$ cat src/rtl/irq_pkg.sv
// Package: shared widths, status layout and reset value for the interrupt controller.
package irq_pkg;
    localparam int MAX_LINES  = 32;
    localparam int MAX_LEVELS = 6;
    localparam int PC_W       = 32;
    localparam int CAUSE_W    = 6;
    localparam int LVL_W      = 4;

    // Status word layout: spare bits, user mode, exception mode, level field.
    typedef struct packed {
        logic [1:0]       spare;
        logic             um;
        logic             excm;
        logic [LVL_W-1:0] ilvl;
    } stat_t;

    localparam logic [7:0] STAT_RESET = 8'h1F;
endpackage

$ cat src/rtl/irq_pend_mask.sv
// Pending and enable registers.
// Assumes request lines are already synchronous to clk; lines at index
// NUM_LINES and above are tied off and never reach the arbiter.
module irq_pend_mask #(
    parameter int NUM_LINES = 12
) (
    input  logic                           clk,
    input  logic                           rst_n,
    input  logic [irq_pkg::MAX_LINES-1:0]  req_lines,
    input  logic                           en_we,
    input  logic [irq_pkg::MAX_LINES-1:0]  en_wdata,
    output logic [irq_pkg::MAX_LINES-1:0]  pend_q,
    output logic [irq_pkg::MAX_LINES-1:0]  en_q
);
    for (genvar i = 0; i < irq_pkg::MAX_LINES; i++) begin : g_line
        if (i < NUM_LINES) begin : g_live
            // Track the request level and the enable bit of one line.
            always_ff @(posedge clk) begin
                if (!rst_n) begin
                    pend_q[i] <= 1'b0;
                    en_q[i]   <= 1'b0;
                end else begin
                    pend_q[i] <= req_lines[i];
                    if (en_we) en_q[i] <= en_wdata[i];
                end
            end
        end else begin : g_tied
            logic unused_bit;
            assign unused_bit = req_lines[i] ^ en_wdata[i];
            assign pend_q[i]  = 1'b0;
            assign en_q[i]    = 1'b0;
        end
    end
endmodule

$ cat src/rtl/irq_level_arb.sv
// Level arbiter: finds the highest level with a pending, enabled line in its
// mask that lies above the effective level. Purely combinational.
// Assumes LVL_MASKS holds one 32-bit mask per level, level 1 in the low slice.
module irq_level_arb #(
    parameter int                                   NUM_LEVELS = 6,
    parameter int                                   EXCM_LEVEL = 0,
    parameter logic [irq_pkg::MAX_LEVELS*32-1:0]    LVL_MASKS  = '0
) (
    input  logic [irq_pkg::MAX_LINES-1:0]  pend,
    input  logic [irq_pkg::MAX_LINES-1:0]  en,
    input  irq_pkg::stat_t                 stat,
    output logic                           req,
    output logic [irq_pkg::LVL_W-1:0]      lvl
);
    logic [NUM_LEVELS:1]          hit;
    logic [irq_pkg::LVL_W-1:0]    eff;

    for (genvar l = 1; l <= NUM_LEVELS; l++) begin : g_hit
        assign hit[l] = |(LVL_MASKS[(l-1)*32 +: 32] & pend & en);
    end

    // Effective level: level field, raised to EXCM_LEVEL in exception mode.
    always_comb begin
        eff = stat.ilvl;
        if (stat.excm && (4'(EXCM_LEVEL) > eff)) eff = 4'(EXCM_LEVEL);
    end

    // Scan upward so the highest qualifying level wins.
    always_comb begin
        lvl = '0;
        for (int l = 1; l <= NUM_LEVELS; l++) begin
            if (hit[l] && (4'(l) > eff)) lvl = 4'(l);
        end
        req = (lvl != '0);
    end
endmodule

$ cat src/rtl/irq_save_bank.sv
// Save registers: one PC per level, one status per level from 2 up, and an
// optional double-exception PC in slot 0. Written on acceptance only.
// Assumes take_lvl is in 1..NUM_LEVELS whenever take is high.
module irq_save_bank #(
    parameter int NUM_LEVELS = 6,
    parameter bit HAS_DEPC   = 1'b1
) (
    input  logic                           clk,
    input  logic                           rst_n,
    input  logic                           take,
    input  logic [irq_pkg::LVL_W-1:0]      take_lvl,
    input  logic [irq_pkg::PC_W-1:0]       cur_pc,
    input  irq_pkg::stat_t                 stat,
    input  logic [irq_pkg::LVL_W-1:0]      rd_sel,
    input  logic [irq_pkg::LVL_W-1:0]      rfi_lvl,
    output logic [irq_pkg::PC_W-1:0]       epc_rd,
    output logic [irq_pkg::PC_W-1:0]       rfi_pc,
    output irq_pkg::stat_t                 rfi_stat
);
    logic [irq_pkg::PC_W-1:0] epc_q [0:NUM_LEVELS];
    irq_pkg::stat_t           eps_q [2:NUM_LEVELS];

    logic l1_take, l1_dbl;
    assign l1_take = take && (take_lvl == 4'd1);
    assign l1_dbl  = l1_take && stat.excm && HAS_DEPC;

    if (HAS_DEPC) begin : g_depc
        // Double-exception PC, written by a level-1 entry in exception mode.
        always_ff @(posedge clk) begin
            if (!rst_n)      epc_q[0] <= '0;
            else if (l1_dbl) epc_q[0] <= cur_pc;
        end
    end else begin : g_no_depc
        assign epc_q[0] = '0;
    end

    // Level-1 PC, written unless the double-exception register takes it.
    always_ff @(posedge clk) begin
        if (!rst_n)                  epc_q[1] <= '0;
        else if (l1_take && !l1_dbl) epc_q[1] <= cur_pc;
    end

    for (genvar l = 2; l <= NUM_LEVELS; l++) begin : g_lvl
        // PC and status for level l, captured on entry at that level.
        always_ff @(posedge clk) begin
            if (!rst_n) begin
                epc_q[l] <= '0;
                eps_q[l] <= '0;
            end else if (take && (take_lvl == 4'(l))) begin
                epc_q[l] <= cur_pc;
                eps_q[l] <= stat;
            end
        end
    end

    // Read muxes for the saved-PC port and the return path.
    always_comb begin
        epc_rd   = '0;
        rfi_pc   = '0;
        rfi_stat = '0;
        for (int l = 0; l <= NUM_LEVELS; l++) begin
            if (rd_sel == 4'(l)) epc_rd = epc_q[l];
        end
        for (int l = 2; l <= NUM_LEVELS; l++) begin
            if (rfi_lvl == 4'(l)) begin
                rfi_pc   = epc_q[l];
                rfi_stat = eps_q[l];
            end
        end
    end
endmodule

$ cat src/rtl/irq_level_ctrl.sv
// Multi-level interrupt controller top: owns the status word, the cause
// register and the redirect output; arbitration and save storage live in
// submodules. Assumes at most one of take/return/wait/status-write matters
// per cycle; when several coincide, acceptance wins, then return, wait, write.
module irq_level_ctrl #(
    parameter int                                NUM_LINES  = 12,
    parameter int                                NUM_LEVELS = 6,
    parameter int                                EXCM_LEVEL = 0,
    parameter bit                                HAS_DEPC   = 1'b1,
    parameter logic [irq_pkg::MAX_LEVELS*32-1:0] LVL_MASKS  = {
        32'h0000_4C00, 32'h0000_0300, 32'h0000_00C0,
        32'h0000_0030, 32'h0000_000C, 32'h0000_0003},
    parameter logic [31:0]                       VEC_BASE   = 32'h0000_0400,
    parameter logic [31:0]                       VEC_STEP   = 32'h0000_0020,
    parameter logic [31:0]                       KERN_VEC   = 32'h0000_0300,
    parameter logic [31:0]                       USER_VEC   = 32'h0000_0340,
    parameter logic [31:0]                       DBL_VEC    = 32'h0000_03C0,
    parameter logic [5:0]                        LVL1_CAUSE = 6'd4
) (
    input  logic        clk,
    input  logic        rst_n,
    input  logic [31:0] req_lines,
    input  logic        en_we,
    input  logic [31:0] en_wdata,
    input  logic        st_we,
    input  logic [7:0]  st_wdata,
    input  logic [31:0] cur_pc,
    input  logic        take_ack,
    input  logic        rfi_go,
    input  logic [3:0]  rfi_lvl,
    input  logic        wait_go,
    input  logic [3:0]  wait_lvl,
    input  logic [3:0]  rd_sel,
    output logic        irq_req,
    output logic [3:0]  irq_lvl,
    output logic [7:0]  status,
    output logic [5:0]  exc_cause,
    output logic [31:0] epc_rd,
    output logic        redirect_vld,
    output logic [31:0] redirect_pc
);
    import irq_pkg::*;

    logic [MAX_LINES-1:0] pend_q, en_q;
    stat_t                stat_q, rfi_stat;
    logic [PC_W-1:0]      rfi_pc, entry_pc;
    logic                 take, rfi_ok;

    irq_pend_mask #(.NUM_LINES(NUM_LINES)) u_pend (
        .clk(clk), .rst_n(rst_n), .req_lines(req_lines),
        .en_we(en_we), .en_wdata(en_wdata), .pend_q(pend_q), .en_q(en_q)
    );

    irq_level_arb #(
        .NUM_LEVELS(NUM_LEVELS), .EXCM_LEVEL(EXCM_LEVEL), .LVL_MASKS(LVL_MASKS)
    ) u_arb (
        .pend(pend_q), .en(en_q), .stat(stat_q), .req(irq_req), .lvl(irq_lvl)
    );

    irq_save_bank #(.NUM_LEVELS(NUM_LEVELS), .HAS_DEPC(HAS_DEPC)) u_save (
        .clk(clk), .rst_n(rst_n), .take(take), .take_lvl(irq_lvl),
        .cur_pc(cur_pc), .stat(stat_q), .rd_sel(rd_sel), .rfi_lvl(rfi_lvl),
        .epc_rd(epc_rd), .rfi_pc(rfi_pc), .rfi_stat(rfi_stat)
    );

    assign take   = irq_req && take_ack;
    assign rfi_ok = rfi_go && !stat_q.um && (rfi_lvl >= 4'd2)
                    && (rfi_lvl <= 4'(NUM_LEVELS));
    assign status = stat_q;

    // Entry address: per-level vector, or the level-1 three-way choice.
    always_comb begin
        if (irq_lvl >= 4'd2)  entry_pc = VEC_BASE + 32'(irq_lvl) * VEC_STEP;
        else if (stat_q.excm) entry_pc = DBL_VEC;
        else if (stat_q.um)   entry_pc = USER_VEC;
        else                  entry_pc = KERN_VEC;
    end

    // Status word update by priority: entry, return, wait, plain write.
    always_ff @(posedge clk) begin
        if (!rst_n) begin
            stat_q <= stat_t'(STAT_RESET);
        end else if (take) begin
            stat_q.excm <= 1'b1;
            stat_q.ilvl <= irq_lvl;
        end else if (rfi_ok) begin
            stat_q <= rfi_stat;
        end else if (wait_go) begin
            stat_q.ilvl <= wait_lvl;
        end else if (st_we) begin
            stat_q <= stat_t'(st_wdata);
        end
    end

    // Cause register, loaded by level-1 entries.
    always_ff @(posedge clk) begin
        if (!rst_n)                           exc_cause <= '0;
        else if (take && (irq_lvl == 4'd1))   exc_cause <= LVL1_CAUSE;
    end

    // One-cycle redirect pulse with its target.
    always_ff @(posedge clk) begin
        if (!rst_n) begin
            redirect_vld <= 1'b0;
            redirect_pc  <= '0;
        end else begin
            redirect_vld <= take || rfi_ok;
            if (take)        redirect_pc <= entry_pc;
            else if (rfi_ok) redirect_pc <= rfi_pc;
        end
    end
endmodule


$ cat config.mk
export PLATFORM = sky130hd
export DESIGN_NAME = irq_level_ctrl
export DESIGN_NICKNAME = d
export VERILOG_FILES = /design/src/rtl/irq_pkg.sv /design/src/rtl/irq_pend_mask.sv /design/src/rtl/irq_level_arb.sv /design/src/rtl/irq_save_bank.sv /design/src/rtl/irq_level_ctrl.sv
export SDC_FILE = /design/constraint.sdc
export NUM_CORES = 1
export LEC_CHECK = 0
export ABC_AREA = 1
export BUFFER_PORTS_ARGS = -buffer_cell sky130_fd_sc_hd__buf_2
export CORE_ASPECT_RATIO = 0.6
export CORE_MARGIN = 2
export CORE_UTILIZATION = 52
export CTS_CLUSTER_DIAMETER = 150
export CTS_CLUSTER_SIZE = 40
export DETAILED_ROUTE_END_ITERATION = 10
export PLACE_DENSITY = 0.78
export SLEW_MARGIN = 20
export SYNTH_ARGS = -nofsm -noshare
export SYNTH_HDL_FRONTEND = slang
export SYNTH_SLANG_ARGS = --single-unit
$ cat constraint.sdc
create_clock -name clk -period 5.3 [get_ports clk]
set_clock_uncertainty 0.2 [all_clocks]
set_input_delay 1.06 -clock clk [delete_from_list [all_inputs] [get_ports clk]]
set_output_delay 1.06 -clock clk [all_outputs]
set_load 0.02 [all_outputs]
==> parameters.txt <==
Parameter                              Value

Run status
  Result of the run ... finished, final reports clean

Timing
  Tightest Pin Transition ... 1.04 ns
  Number of endpoints failing setup at the final stage ... 0
  Final period demand of the worst path ... 4.47 ns
  Unrepaired setup endpoints after global routing ... no
  Final count of pins violating max slew ... 0
  Top achievable clock speed ... 224 MHz
  Setup slack after layout ... 0.826 ns
  Endpoints failing hold ... 0
  Setup_tns ... 0 ns
  Worst max-slew margin expressed relative to the limit ... 30.1%
  Final critical-path share of the clock period ... 84.4%

Routing
  Vias per cell ... 5.83
  First-pass iteration count of the detailed router ... 7
  First-iteration detailed-routing DRC count ... 1735
  Met3 wire length ... 5610 µm
  Routed len/inst ... 20.2 µm
  Top routing layer in use ... met4
  Total DRC errors in the routed layout ... 0
  Wire length reported by the detailed router ... 43700 µm
  Residual antenna-violating net count after detailed routing ... 0
  Via count ... 12600
  Routed length on met1 ... 17500 µm
  Met2 wire length ... 19700 µm

Min path
  Path category of the worst min-delay check ... reg -> reg
  Worst hold path depth ... 2
  Endpoint of the worst hold-timing path ... redirect_pc[13]$_SDFFE_PN0P_
  Critical hold path startpoint ... redirect_pc[13]$_SDFFE_PN0P_

Placement
  Number of port buffers ... 160
  Total placed cells including tap cells ... 2139
  Weighted congestion at the end of routability-driven global placement ... 0.848
  Minimum setup slack after placement ... 0.951 ns
  Sum of net half-perimeters after detailed placement ... 26700 µm

Die
  Number of placement rows ... 48
  Io pins ... 207
  Die extent in y ... 137 µm
  Die outline area ... 30700 µm²
  Std-Cell Core Area ... 28800 µm²
  Die Width ... 225 µm
  Starting utilization of the core area ... 53.0%

Yosys
  Mean instance size in the synthesized netlist ... 9.18 µm²
  Basic-gate share of the synthesized area counting and, or, nand and nor cells ... 25.5%
  Post-synth top area cell ... sky130_fd_sc_hd__edfxtp_1
  Complex-gate fraction of the synthesized area ... 7.22%
  Gate count of the mapped netlist ... 1661
  Count of unique library cells instantiated by Yosys ... 37
  Main area contributors after synthesis ... sky130_fd_sc_hd__edfxtp_1, sky130_fd_sc_hd__nand2_1, sky130_fd_sc_hd__dfxtp_1, sky130_fd_sc_hd__nor2_1, sky130_fd_sc_hd__nand3_1
  Multiplexer share of the synthesized area ... 0%
  Area share of the leading cell type in the synthesized netlist ... 52.0%
  Share of the synthesized netlist area taken by xor and xnor gates ... 0%
  Flops & latches, synth ... 330
  Area share of fa/ha/maj cells after synthesis ... 0%
  Portion of the post-synthesis area used by sequential elements ... 60.7%
  Post-Syn Area ... 15200 µm²
  Combinational family with the most area after synthesis ... simple AND/OR/NAND/NOR gates
  YS warnings ... 0

CTS
  Hold buffer count at CTS ... 0
  Clock insertion delay at the later pin of the skew report ... 0.52 ns
  Number of clock buffers inserted by TritonCTS ... 12
  Clock tree from TritonCTS ... built
  CTS Root Cell ... sky130_fd_sc_hd__clkbuf_16
  CTS clk-pin slew, worst paths ... 0.09 ns
  Number of H-tree branching levels ... 1
  Clock tree buffer depth ... 3
  Setup repair bufs after CTS ... 0
  Sinks on the clock net ... 330
  Post-cts repair resize count ... 0

Global routing
  Number of global-route vias before repair ... 11900
  GRT Resource Usage Total ... 28.2%
  Global-route wire length before repair ... 66100 µm
  Number of antenna violations at the first check in global routing ... 0
  Maximum number of pins on one net before global-route repair ... 65
  Leftover overflow at the end of global routing ... 0

Critical path
  Worst path required time ... 4.04 ns
  Max Fanout on Critical Path ... 18
  Reg-to-Reg Start ... status[5]$_SDFFE_PN0P_
  Data arrival time of the critical path ... 3.21 ns
  Crit path capture type ... output pin
  Kind of cell adding the most delay to the critical path ... buffers and inverters
  Delay contributed by the slowest stage of the critical path ... 0.46 ns
  Reg-to-reg slack, setup ... 2.09 ns
  Destination of the worst register-to-register timing path ... redirect_pc[21]$_SDFFE_PN0P_
  Critical Path Source Type ... input port
  CP bufs+invs ... 5
  Critical-path cell list ... buf_2, inv_1, nor2_1, nand2_1, clkinv_1, buf_4, nand2_1, o2111ai_1, a21oi_1, nand3_1, buf_2
  Kind of critical path ... in -> out
  R2R depth ... 10
  Standard cell with the maximum stage delay on the critical path ... sky130_fd_sc_hd__clkinv_1

Finish
  Utilization after layout ... 58.0%
  Nets@finish ... 1901
  Filler-free cell count of the finished design ... 2159
  Share of layout cells above drive strength 1 ... 13.6%
  Commonest non-fill, non-tap cells in the layout ... sky130_fd_sc_hd__nand2_1, sky130_fd_sc_hd__nor2_1, sky130_fd_sc_hd__edfxtp_1
  Area growth from synthesis to final layout ... 9.46%
  Final-layout fill cell count ... 2432
  Most common cell after layout, fill and taps aside ... sky130_fd_sc_hd__nand2_1
  Antenna diodes ... 0

Pwr
  Peak supply drop ... 0.212 mV
  Pwr/cell area ... 281 nW/µm²
  Leakage ... 0.00721 µW
  PnR Total Power ... 4680 µW

Job
  Reported max-cap violation count ... 0
[flip-flops by register name, indices dropped and copies added (netlist names)]
register       flops
exc_cause          1
status             8
u_save.eps_q      40
redirect_vld       1
u_save.epc_q     224
redirect_pc       32
u_pend.en_q       12
u_pend.pend_q     12
[cell usage after synthesis]
cell                        number
sky130_fd_sc_hd__buf_6          11
sky130_fd_sc_hd__edfxtp_1      264
sky130_fd_sc_hd__o22ai_1         4
sky130_fd_sc_hd__a31oi_1        17
sky130_fd_sc_hd__nor3_2          9
sky130_fd_sc_hd__nor2_4          2
sky130_fd_sc_hd__buf_4          11
sky130_fd_sc_hd__inv_1         118
sky130_fd_sc_hd__clkbuf_1       48
sky130_fd_sc_hd__clkinv_2        1
sky130_fd_sc_hd__nand2_1       392
sky130_fd_sc_hd__o21ai_1         1
sky130_fd_sc_hd__o221ai_1        3
sky130_fd_sc_hd__nor3_1         33
sky130_fd_sc_hd__o21a_1          1
sky130_fd_sc_hd__o211ai_1        9
sky130_fd_sc_hd__a211oi_1        2
sky130_fd_sc_hd__buf_2          26
sky130_fd_sc_hd__nand3_1       128
sky130_fd_sc_hd__inv_2           2
sky130_fd_sc_hd__a21boi_0        3
sky130_fd_sc_hd__a21oi_1        79
sky130_fd_sc_hd__clkinv_1        4
sky130_fd_sc_hd__dfxtp_1        66
sky130_fd_sc_hd__nand2_4         2
sky130_fd_sc_hd__o21ai_0        51
sky130_fd_sc_hd__nand4_1        20
sky130_fd_sc_hd__nor2_1        310
sky130_fd_sc_hd__nand3_4         5
sky130_fd_sc_hd__a221oi_1        4
sky130_fd_sc_hd__buf_1           5
sky130_fd_sc_hd__nand3_2         2
sky130_fd_sc_hd__o2111ai_1      16
sky130_fd_sc_hd__conb_1          1
sky130_fd_sc_hd__nand2_2         4
sky130_fd_sc_hd__nand3b_1        5
sky130_fd_sc_hd__nor2_2          2
[worst max-delay path by stage]
stage,startpoint,end,slack (ns),cells past startpoint
CTS,rd_sel[1],epc_rd[10],0.95,11
floorplan,take_ack,u_save.epc_q[6][0]$_SDFFCE_PN0P_,0.23,4
finish,rd_sel[1],epc_rd[10],0.83,11
detailed placement,rd_sel[1],epc_rd[10],0.95,11
global placement,rd_sel[1],epc_rd[10],0.95,11
global route,rd_sel[1],epc_rd[3],0.74,11
[cells by family (layout without fill, tap and decap cells)]
kind of cell    after synthesis  count (layout)
compound gates              190             190
buf+inv                     226             335
simple gates                914             914
flops                       330             330
other cells                   1              15
[worst register-to-register path, stage by stage (launching register included)]
cell                      delay, ns
sky130_fd_sc_hd__dfxtp_1       0.39
sky130_fd_sc_hd__inv_1         0.23
sky130_fd_sc_hd__nand3_1       0.11
sky130_fd_sc_hd__a21oi_1       0.14
sky130_fd_sc_hd__nand2_1       0.58
sky130_fd_sc_hd__inv_1         0.79
sky130_fd_sc_hd__buf_4         0.31
sky130_fd_sc_hd__o21ai_0       0.10
sky130_fd_sc_hd__a21oi_1       0.17
sky130_fd_sc_hd__nand2_1       0.08
sky130_fd_sc_hd__nand2_1       0.08
[report_power, final]
part	total [µW]	switching, µW	internal (µW)
Clock	1260	790	475
Sequential	2930	47.3	2890
Combinational	483	359	124
[layer usage]
metal | track usage, % | vias to the layer above
li1 | - | 5751
met1 | 40.9 | 5906
met2 | 44.0 | 853
met3 | 4.47 | 75
met4 | 8.87 | 0
met5 | 0 | -
[per-stage QoR]
stage	area (µm²)	hold slack, ns
finish	16700	0.251
detailed placement	16300	0.230
global placement	16300	0.225
floorplan	15300	0.263
CTS	16700	0.252
global route	16700	0.274
[area by class of cell]
type,instances,area [µm²],area share [%]
clock inverter,1,30.0,0.180
clock buffer,19,348,2.08
multi-input combinational,1119,5090,30.5
sequential,330,9250,55.4
tap,375,469,2.81
timing repair buffer,190,1030,6.15
inverter,125,470,2.82
(Power assumes the default switching activity.)
